$ cat src/rtl/tla_pkg.sv
`timescale 1ns/1ps
package tla_pkg;
  typedef enum logic [1:0] {
    ST_IDLE = 2'd0,
    ST_CMD  = 2'd1,
    ST_DATA = 2'd2
  } tla_state_e;

  localparam int unsigned NCH  = 2;
  localparam int unsigned LENW = 4;
endpackage

$ cat src/rtl/tla_frame.sv
`timescale 1ns/1ps
module tla_frame
  import tla_pkg::*;
#(
  parameter int unsigned AW    = 16,
  parameter int unsigned LINE  = 4,
  parameter int unsigned WMODE = 2,
  parameter bit          TWF   = 1'b0
) (
  input  logic [AW-1:0]   req_addr,
  input  logic            req_write,
  output logic [AW-1:0]   cmd_addr,
  output logic [LENW-1:0] cmd_len_m1,
  output logic            cmd_wrap
);
  localparam int unsigned    LW      = (LINE > 1) ? $clog2(LINE) : 0;
  localparam logic [LENW-1:0] LINE_M1 = LENW'(LINE - 1);

  logic [AW-1:0] line_base;

  generate
    if (LW == 0) begin : g_word_line
      assign line_base = req_addr;
    end else begin : g_multi_line
      assign line_base = {req_addr[AW-1:LW], {LW{1'b0}}};
    end
  endgenerate

  always_comb begin
    cmd_addr   = line_base;
    cmd_len_m1 = LINE_M1;
    cmd_wrap   = 1'b0;
    if (req_write) begin
      if (WMODE == 1) begin
        cmd_addr   = req_addr;
        cmd_len_m1 = '0;
      end
    end else if (TWF && (LINE > 1)) begin
      cmd_addr = req_addr;
      cmd_wrap = 1'b1;
    end
  end
endmodule

$ cat src/rtl/tla_rr.sv
`timescale 1ns/1ps
module tla_rr (
  input  logic       clk,
  input  logic       rst,
  input  logic       arb_en,
  input  logic [1:0] req,
  input  logic       done,
  input  logic       done_ch,
  output logic [1:0] grant,
  output logic       pref_q
);
  always_comb begin
    grant = 2'b00;
    if (arb_en) begin
      unique case (req)
        2'b01:   grant = 2'b01;
        2'b10:   grant = 2'b10;
        2'b11:   grant = pref_q ? 2'b10 : 2'b01;
        default: grant = 2'b00;
      endcase
    end
  end

  always_ff @(posedge clk) begin
    if (rst) begin
      pref_q <= 1'b1;
    end else if (done) begin
      pref_q <= ~done_ch;
    end else if (arb_en && (req == 2'b00)) begin
      pref_q <= 1'b1;
    end
  end
endmodule

$ cat src/rtl/tla_route.sv
`timescale 1ns/1ps
module tla_route
  import tla_pkg::*;
#(
  parameter int unsigned DW = 32
) (
  input  logic            clk,
  input  logic            rst,
  input  logic            load,
  input  logic            load_owner,
  input  logic            load_write,
  input  logic [LENW-1:0] load_len_m1,
  input  logic            active,
  input  logic            a_wr_valid,
  input  logic [DW-1:0]   a_wr_data,
  output logic            a_wr_ready,
  input  logic            b_wr_valid,
  input  logic [DW-1:0]   b_wr_data,
  output logic            b_wr_ready,
  output logic            m_wr_valid,
  input  logic            m_wr_ready,
  output logic [DW-1:0]   m_wr_data,
  output logic            m_wr_last,
  input  logic            m_rd_valid,
  input  logic [DW-1:0]   m_rd_data,
  output logic            m_rd_ready,
  output logic            a_rd_valid,
  output logic [DW-1:0]   a_rd_data,
  output logic            a_rd_last,
  input  logic            a_rd_ready,
  output logic            b_rd_valid,
  output logic [DW-1:0]   b_rd_data,
  output logic            b_rd_last,
  input  logic            b_rd_ready,
  output logic            done,
  output logic            owner
);
  logic            owner_q;
  logic            write_q;
  logic [LENW-1:0] len_q;
  logic [LENW-1:0] cnt_q;
  logic            act_wr, act_rd, last, beat;

  assign owner  = owner_q;
  assign act_wr = active & write_q;
  assign act_rd = active & ~write_q;
  assign last   = (cnt_q == len_q);

  assign m_wr_valid = act_wr & (owner_q ? b_wr_valid : a_wr_valid);
  assign m_wr_data  = owner_q ? b_wr_data : a_wr_data;
  assign m_wr_last  = act_wr & last;
  assign a_wr_ready = act_wr & ~owner_q & m_wr_ready;
  assign b_wr_ready = act_wr &  owner_q & m_wr_ready;

  assign m_rd_ready = act_rd & (owner_q ? b_rd_ready : a_rd_ready);
  assign a_rd_valid = act_rd & ~owner_q & m_rd_valid;
  assign b_rd_valid = act_rd &  owner_q & m_rd_valid;
  assign a_rd_data  = m_rd_data;
  assign b_rd_data  = m_rd_data;
  assign a_rd_last  = act_rd & ~owner_q & last;
  assign b_rd_last  = act_rd &  owner_q & last;

  assign beat = (m_wr_valid & m_wr_ready) | (act_rd & m_rd_valid & m_rd_ready);
  assign done = beat & last;

  always_ff @(posedge clk) begin
    if (rst) begin
      owner_q <= 1'b0;
      write_q <= 1'b0;
      len_q   <= '0;
      cnt_q   <= '0;
    end else if (load) begin
      owner_q <= load_owner;
      write_q <= load_write;
      len_q   <= load_len_m1;
      cnt_q   <= '0;
    end else if (beat) begin
      cnt_q <= cnt_q + 1'b1;
    end
  end
endmodule

$ cat src/rtl/twin_line_arb.sv
`timescale 1ns/1ps
module twin_line_arb
  import tla_pkg::*;
#(
  parameter int unsigned AW      = 16,
  parameter int unsigned DW      = 32,
  parameter int unsigned A_LINE  = 4,
  parameter int unsigned B_LINE  = 8,
  parameter int unsigned A_WMODE = 2,
  parameter int unsigned B_WMODE = 1,
  parameter bit          A_TWF   = 1'b1,
  parameter bit          B_TWF   = 1'b0
) (
  input  logic          clk,
  input  logic          rst,
  input  logic          a_req_valid,
  output logic          a_req_ready,
  input  logic [AW-1:0] a_req_addr,
  input  logic          a_req_write,
  input  logic          a_wr_valid,
  output logic          a_wr_ready,
  input  logic [DW-1:0] a_wr_data,
  output logic          a_rd_valid,
  input  logic          a_rd_ready,
  output logic [DW-1:0] a_rd_data,
  output logic          a_rd_last,
  input  logic          b_req_valid,
  output logic          b_req_ready,
  input  logic [AW-1:0] b_req_addr,
  input  logic          b_req_write,
  input  logic          b_wr_valid,
  output logic          b_wr_ready,
  input  logic [DW-1:0] b_wr_data,
  output logic          b_rd_valid,
  input  logic          b_rd_ready,
  output logic [DW-1:0] b_rd_data,
  output logic          b_rd_last,
  output logic          m_cmd_valid,
  input  logic          m_cmd_ready,
  output logic [AW-1:0] m_cmd_addr,
  output logic [3:0]    m_cmd_len,
  output logic          m_cmd_write,
  output logic          m_cmd_wrap,
  output logic          m_wr_valid,
  input  logic          m_wr_ready,
  output logic [DW-1:0] m_wr_data,
  output logic          m_wr_last,
  input  logic          m_rd_valid,
  output logic          m_rd_ready,
  input  logic [DW-1:0] m_rd_data
);
  tla_state_e      st;
  logic [NCH-1:0]  req_v;
  logic [NCH-1:0]  req_w;
  logic [AW-1:0]   req_a   [NCH];
  logic [AW-1:0]   f_addr  [NCH];
  logic [LENW-1:0] f_len   [NCH];
  logic [NCH-1:0]  f_wrap;
  logic [NCH-1:0]  grant;
  logic            win;
  logic            take;
  logic            done;
  logic            owner;
  logic            pref_unused;

  assign req_v = {b_req_valid, a_req_valid};
  assign req_w = {b_req_write, a_req_write};
  assign req_a[0] = a_req_addr;
  assign req_a[1] = b_req_addr;

  generate
    for (genvar g = 0; g < NCH; g++) begin : g_chan
      tla_frame #(
        .AW   (AW),
        .LINE ((g == 0) ? A_LINE  : B_LINE),
        .WMODE((g == 0) ? A_WMODE : B_WMODE),
        .TWF  ((g == 0) ? A_TWF   : B_TWF)
      ) u_frame (
        .req_addr  (req_a[g]),
        .req_write (req_w[g]),
        .cmd_addr  (f_addr[g]),
        .cmd_len_m1(f_len[g]),
        .cmd_wrap  (f_wrap[g])
      );
    end
  endgenerate

  tla_rr u_rr (
    .clk    (clk),
    .rst    (rst),
    .arb_en (st == ST_IDLE),
    .req    (req_v),
    .done   (done),
    .done_ch(owner),
    .grant  (grant),
    .pref_q (pref_unused)
  );

  assign take        = |grant;
  assign win         = grant[1];
  assign a_req_ready = grant[0];
  assign b_req_ready = grant[1];

  always_ff @(posedge clk) begin
    if (rst) begin
      st          <= ST_IDLE;
      m_cmd_valid <= 1'b0;
      m_cmd_addr  <= '0;
      m_cmd_len   <= '0;
      m_cmd_write <= 1'b0;
      m_cmd_wrap  <= 1'b0;
    end else begin
      unique case (st)
        ST_IDLE: if (take) begin
          st          <= ST_CMD;
          m_cmd_valid <= 1'b1;
          m_cmd_addr  <= f_addr[win];
          m_cmd_len   <= f_len[win];
          m_cmd_write <= req_w[win];
          m_cmd_wrap  <= f_wrap[win];
        end
        ST_CMD: if (m_cmd_ready) begin
          st          <= ST_DATA;
          m_cmd_valid <= 1'b0;
        end
        ST_DATA: if (done) st <= ST_IDLE;
        default: st <= ST_IDLE;
      endcase
    end
  end

  tla_route #(.DW(DW)) u_route (
    .clk        (clk),
    .rst        (rst),
    .load       (take),
    .load_owner (win),
    .load_write (req_w[win]),
    .load_len_m1(f_len[win]),
    .active     (st == ST_DATA),
    .a_wr_valid (a_wr_valid),
    .a_wr_data  (a_wr_data),
    .a_wr_ready (a_wr_ready),
    .b_wr_valid (b_wr_valid),
    .b_wr_data  (b_wr_data),
    .b_wr_ready (b_wr_ready),
    .m_wr_valid (m_wr_valid),
    .m_wr_ready (m_wr_ready),
    .m_wr_data  (m_wr_data),
    .m_wr_last  (m_wr_last),
    .m_rd_valid (m_rd_valid),
    .m_rd_data  (m_rd_data),
    .m_rd_ready (m_rd_ready),
    .a_rd_valid (a_rd_valid),
    .a_rd_data  (a_rd_data),
    .a_rd_last  (a_rd_last),
    .a_rd_ready (a_rd_ready),
    .b_rd_valid (b_rd_valid),
    .b_rd_data  (b_rd_data),
    .b_rd_last  (b_rd_last),
    .b_rd_ready (b_rd_ready),
    .done       (done),
    .owner      (owner)
  );
endmodule

$ cat config.mk
export PLATFORM = sky130hd
export DESIGN_NAME = twin_line_arb
export DESIGN_NICKNAME = d
export VERILOG_FILES = /design/src/rtl/tla_pkg.sv /design/src/rtl/tla_frame.sv /design/src/rtl/tla_rr.sv /design/src/rtl/tla_route.sv /design/src/rtl/twin_line_arb.sv
export SDC_FILE = /design/constraint.sdc
export NUM_CORES = 1
export LEC_CHECK = 0
export BUFFER_PORTS_ARGS = -buffer_cell sky130_fd_sc_hd__buf_4
export CAP_MARGIN = 20
export CORE_AREA = 5 5 103 105
export CTS_CLUSTER_SIZE = 10
export DETAILED_ROUTE_END_ITERATION = 6
export DIE_AREA = 0 0 108 110
export GPL_TIMING_DRIVEN = 0
export SLEW_MARGIN = 0
export SYNTH_ARGS = -nofsm -noshare
export SYNTH_HDL_FRONTEND = slang
export SYNTH_SLANG_ARGS = --single-unit
$ cat constraint.sdc
create_clock -name clk -period 1.8 [get_ports clk]
set_input_delay 0.36 -clock clk [delete_from_list [all_inputs] [get_ports clk]]
set_output_delay 0.36 -clock clk [all_outputs]
set_load 0.03 [all_outputs]
==> summary.txt <==
Logic synthesis
  • Area contributors post-synth: dfxtp_1, buf_4, mux2_2
  • Top cell type's share of synthesized area: 27.3%
  • Syn_area_per_cell: slightly above 8 sq um
  • Synth unique cells: between 40 and 50
  • Mapped cell area: 2340 sq um
  • Yosys top cell by area: dfxtp_1
  • Top cells by count, synth: buf_4, nand2_1, dfxtp_1, mux2_2, nor2_1
  • Net Count, Synth: approximately 430
  • Synthesized flop and latch total: 32
  • Prevailing post-synth register cell: dfxtp_1
  • Cell count after synthesis: roughly 280
  • Async set or reset register ratio after synthesis: 0%
  • Synth warn: 0
  • Count leader, synth: buf_4
  • Register area share after synthesis: between 20% and 30%
  • Number of synthesized flops with an enable pin: 0

Placed design
  • IO buf count: around 240
  • Hpwl dp: roughly 9 mm
  • Final GP Congestion: ~0.76
  • DP Worst Slack: -215 ps
  • Placed cell count: between 600 and 700

Clock network
  • Clock Path Buffers: 2
  • Worst-Skew Late Latency: about 280 ps
  • Reg clk slew, reported paths: roughly 70 ps
  • CTS sink count: 32
  • Total number of H-tree levels: 2
  • Hold buffers post-CTS: 0
  • CTS tree: yes
  • CTS Buf Count: 5
  • Root buffer cell: clkbuf_8

Flow run
  • Max-cap violation count: 0

Routing
  • Drt drc: 0
  • First-pass iteration count of the detailed router: 4
  • Wire per inst: ~16 um
  • Starting DRT DRC Count: between 100 and 150
  • Final WL: around 11 mm
  • Drt via density: between 4 and 5
  • Final ANT Viol Nets: 0
  • Vias post-DR: approximately 2900

GRT
  • Met1 usage: between 15 and 20%
  • Total GRT Usage: 15.6%
  • Grt total ovfl: 0
  • Most crowded layer after global routing: met2
  • Met2 GRT Util: 29.3%
  • First-pass GRT wire length: 14.7 mm
  • Vias in the first global route: roughly 2800
  • Initial antenna violation count: 0
  • Largest net degree at the start of global routing: 11
  • Global routing usage on met3: roughly 5.4%

Die
  • Die X: about 110 um
  • Initial Utilization: about a quarter
  • Core area: around 9500 sq um
  • Die Ht: between 100 and 150 um
  • Row count: 36
  • Top-level port count: roughly 270
  • Die area: between 10000 and 15000 sq um

Timing
  • Final critical-path required period: 2060 ps
  • Count of pins over their slew limit: 0
  • Worst Skew: ~12 ps
  • Setup TNS: -691 ps
  • Hold Slack: between 300 and 400 ps
  • Final setup viols: 3
  • RSZ-0062 raised after global routing: yes
  • Final Hold Vio Count: 0
  • Worst slew margin: 66.2%
  • Final WS setup: -257 ps
  • Fin crit share: 114%
  • Max Clk Rate: a little under 500 MHz
  • Worst Tran Pin Value: ~500 ps

Setup path
  • Crit-path cells: or3_4, a211o_4, nor4_4, buf_6
  • CP Launch Type: flop
  • Worst EP required: 1440 ps
  • Largest stage delay on the critical path: roughly 370 ps
  • Crit end category: output pin
  • Reg2reg path depth: 4
  • Worst Path Max Fanout: 4
  • Crit path DAT: 1700 ps
  • Slowest CP cell: a211o_4
  • Setup CP Type: flop to output pin

Layout
  • Fillers: roughly 930
  • Proportion of layout cells with a drive suffix above 1: 70.6%
  • Final #Nets: a little under 700
  • Fin cells: 671
  • Layout overhead on the synthesized area: 105%
  • Antenna Cells: 0
  • Area of the multi-input gates: around 1200 sq um
  • Register area: ~650 sq um
  • Final Core Density: 50.3%

Hold path
  • Min-Delay Path Depth: 3
  • Class of the worst hold path: primary input to flop

Outcome
  • Outcome: finished with violations
  • Failing checks: negative setup slack

Power
  • Worst vdd ir: ~0.42 mV
  • Lkg Pwr: 2.39 nW
  • P per Cell Area: approximately 650 nW/um^2
[cell type report]
class / count / share of cell area (%)
timing repair buffer: 248 / 41.9
sequential: 32 / 13.6
clock inverter: 2 / 0.729
inverter: 4 / 0.416
buffer: 81 / 13.1
tap: 133 / 3.46
multi-input combinational: 165 / 25.3
clock buffer: 6 / 1.51
[cell usage in the layout, fill, tap and decap left out, types with 2 or more instances in the layout]
| cell type | synthesis | layout |
|---|---|---|
| nand3_1 | 2 | 2 |
| buf_12 | 0 | 2 |
| mux2i_1 | 3 | 3 |
| clkbuf_16 | 0 | 3 |
| nor3_1 | 8 | 8 |
| dfxtp_2 | 0 | 2 |
| clkbuf_8 | 0 | 5 |
| dfxtp_1 | 32 | 27 |
| dfxtp_4 | 0 | 3 |
| inv_1 | 3 | 3 |
| nor2_1 | 26 | 25 |
| a311oi_1 | 13 | 13 |
| o21ai_0 | 3 | 3 |
| nand2_1 | 35 | 35 |
| a211oi_1 | 2 | 2 |
| nor4_4 | 0 | 2 |
| a32oi_1 | 2 | 2 |
| buf_6 | 1 | 27 |
| buf_8 | 0 | 3 |
| nand2b_4 | 0 | 2 |
| a21oi_1 | 9 | 9 |
| clkbuf_1 | 7 | 6 |
| mux2_2 | 32 | 31 |
| xor2_1 | 2 | 2 |
| buf_4 | 67 | 285 |
[cells by family after synthesis]
logic type               count (synthesis)  synth area share (%)
buffers and inverters                   86                  25.1
AND/OR/NAND/NOR                         90                  18.1
adder cells (fa/ha/maj)                  1                 0.534
other                                    1                 0.160
multiplexers                            35                  16.6
flip-flops                              32                  27.3
XOR/XNOR                                 2                 0.747
AO/OA/AOI/OAI                           36                  11.4
[report_power, final]
| part | leakage (nW) | internal [W] | switching (W) |
|---|---|---|---|
| registers | 0.267 | 0.000777 | 0.0000477 |
| logic | 2.07 | 0.000792 | 0.000852 |
| clock network | 0.0552 | 0.000411 | 0.000268 |
| total | 2.39 | 0.00198 | 0.00117 |
[worst max-delay path: cells and delay by family (launching register included)]
kind            cells  cell delay [ps]
flops               1              340
compound gates      1              370
buf+inv             1              180
simple gates        2              520
[through the flow]
step	instance area [sq um]	total power, W
final	4810	0.00315
after global routing	4810	0.00331
after CTS	4560	0.00307
after detailed placement	4320	0.00233
after global placement	4320	0.00232
after floorplan	2380	0.00172
[what timing repair did]
item                                    in CTS  in global routing
endpoints found under the setup margin      41                 32
resized for setup                           27                 40
cloned                                       0                  3
setup buffers                                5                  3
pin swaps                                    1                  2
[path summary, 6_finish.rpt]
| check | slack (ps) | startpoint | endpoint |
|---|---|---|---|
| setup / recovery | -260 | u_route.cnt_q[0] | b_rd_last |
| hold / removal | 320 | a_req_addr[2] | m_cmd_addr[2] |
| setup reg to reg | 120 | u_route.cnt_q[0] | u_rr.pref_q |
| hold reg to reg | 450 | m_cmd_addr[1] | m_cmd_addr[1] |
[flip-flops by register name, summed over array words and instances, names as in the netlist]
| name | cells |
|---|---|
| m_cmd_addr | 16 |
| u_route.cnt_q | 4 |
| m_cmd_len | 2 |
| st | 2 |
| u_route.len_q | 2 |
| m_cmd_valid | 1 |
| m_cmd_wrap | 1 |
| m_cmd_write | 1 |
| u_route.owner | 1 |
| u_route.write_q | 1 |
| u_rr.pref_q | 1 |
[metal layers]
metal | up-vias | routed length, um | share of wire (%)
met2 | 153 | 5590 | 53
met3 | 6 | 1210 | 11
met5 | - | 0 | 0
met1 | 1292 | 3650 | 35
met4 | 0 | 83 | 0.79
li1 | 1415 | - | -
Note: power is estimated with default switching activity, not from simulation.
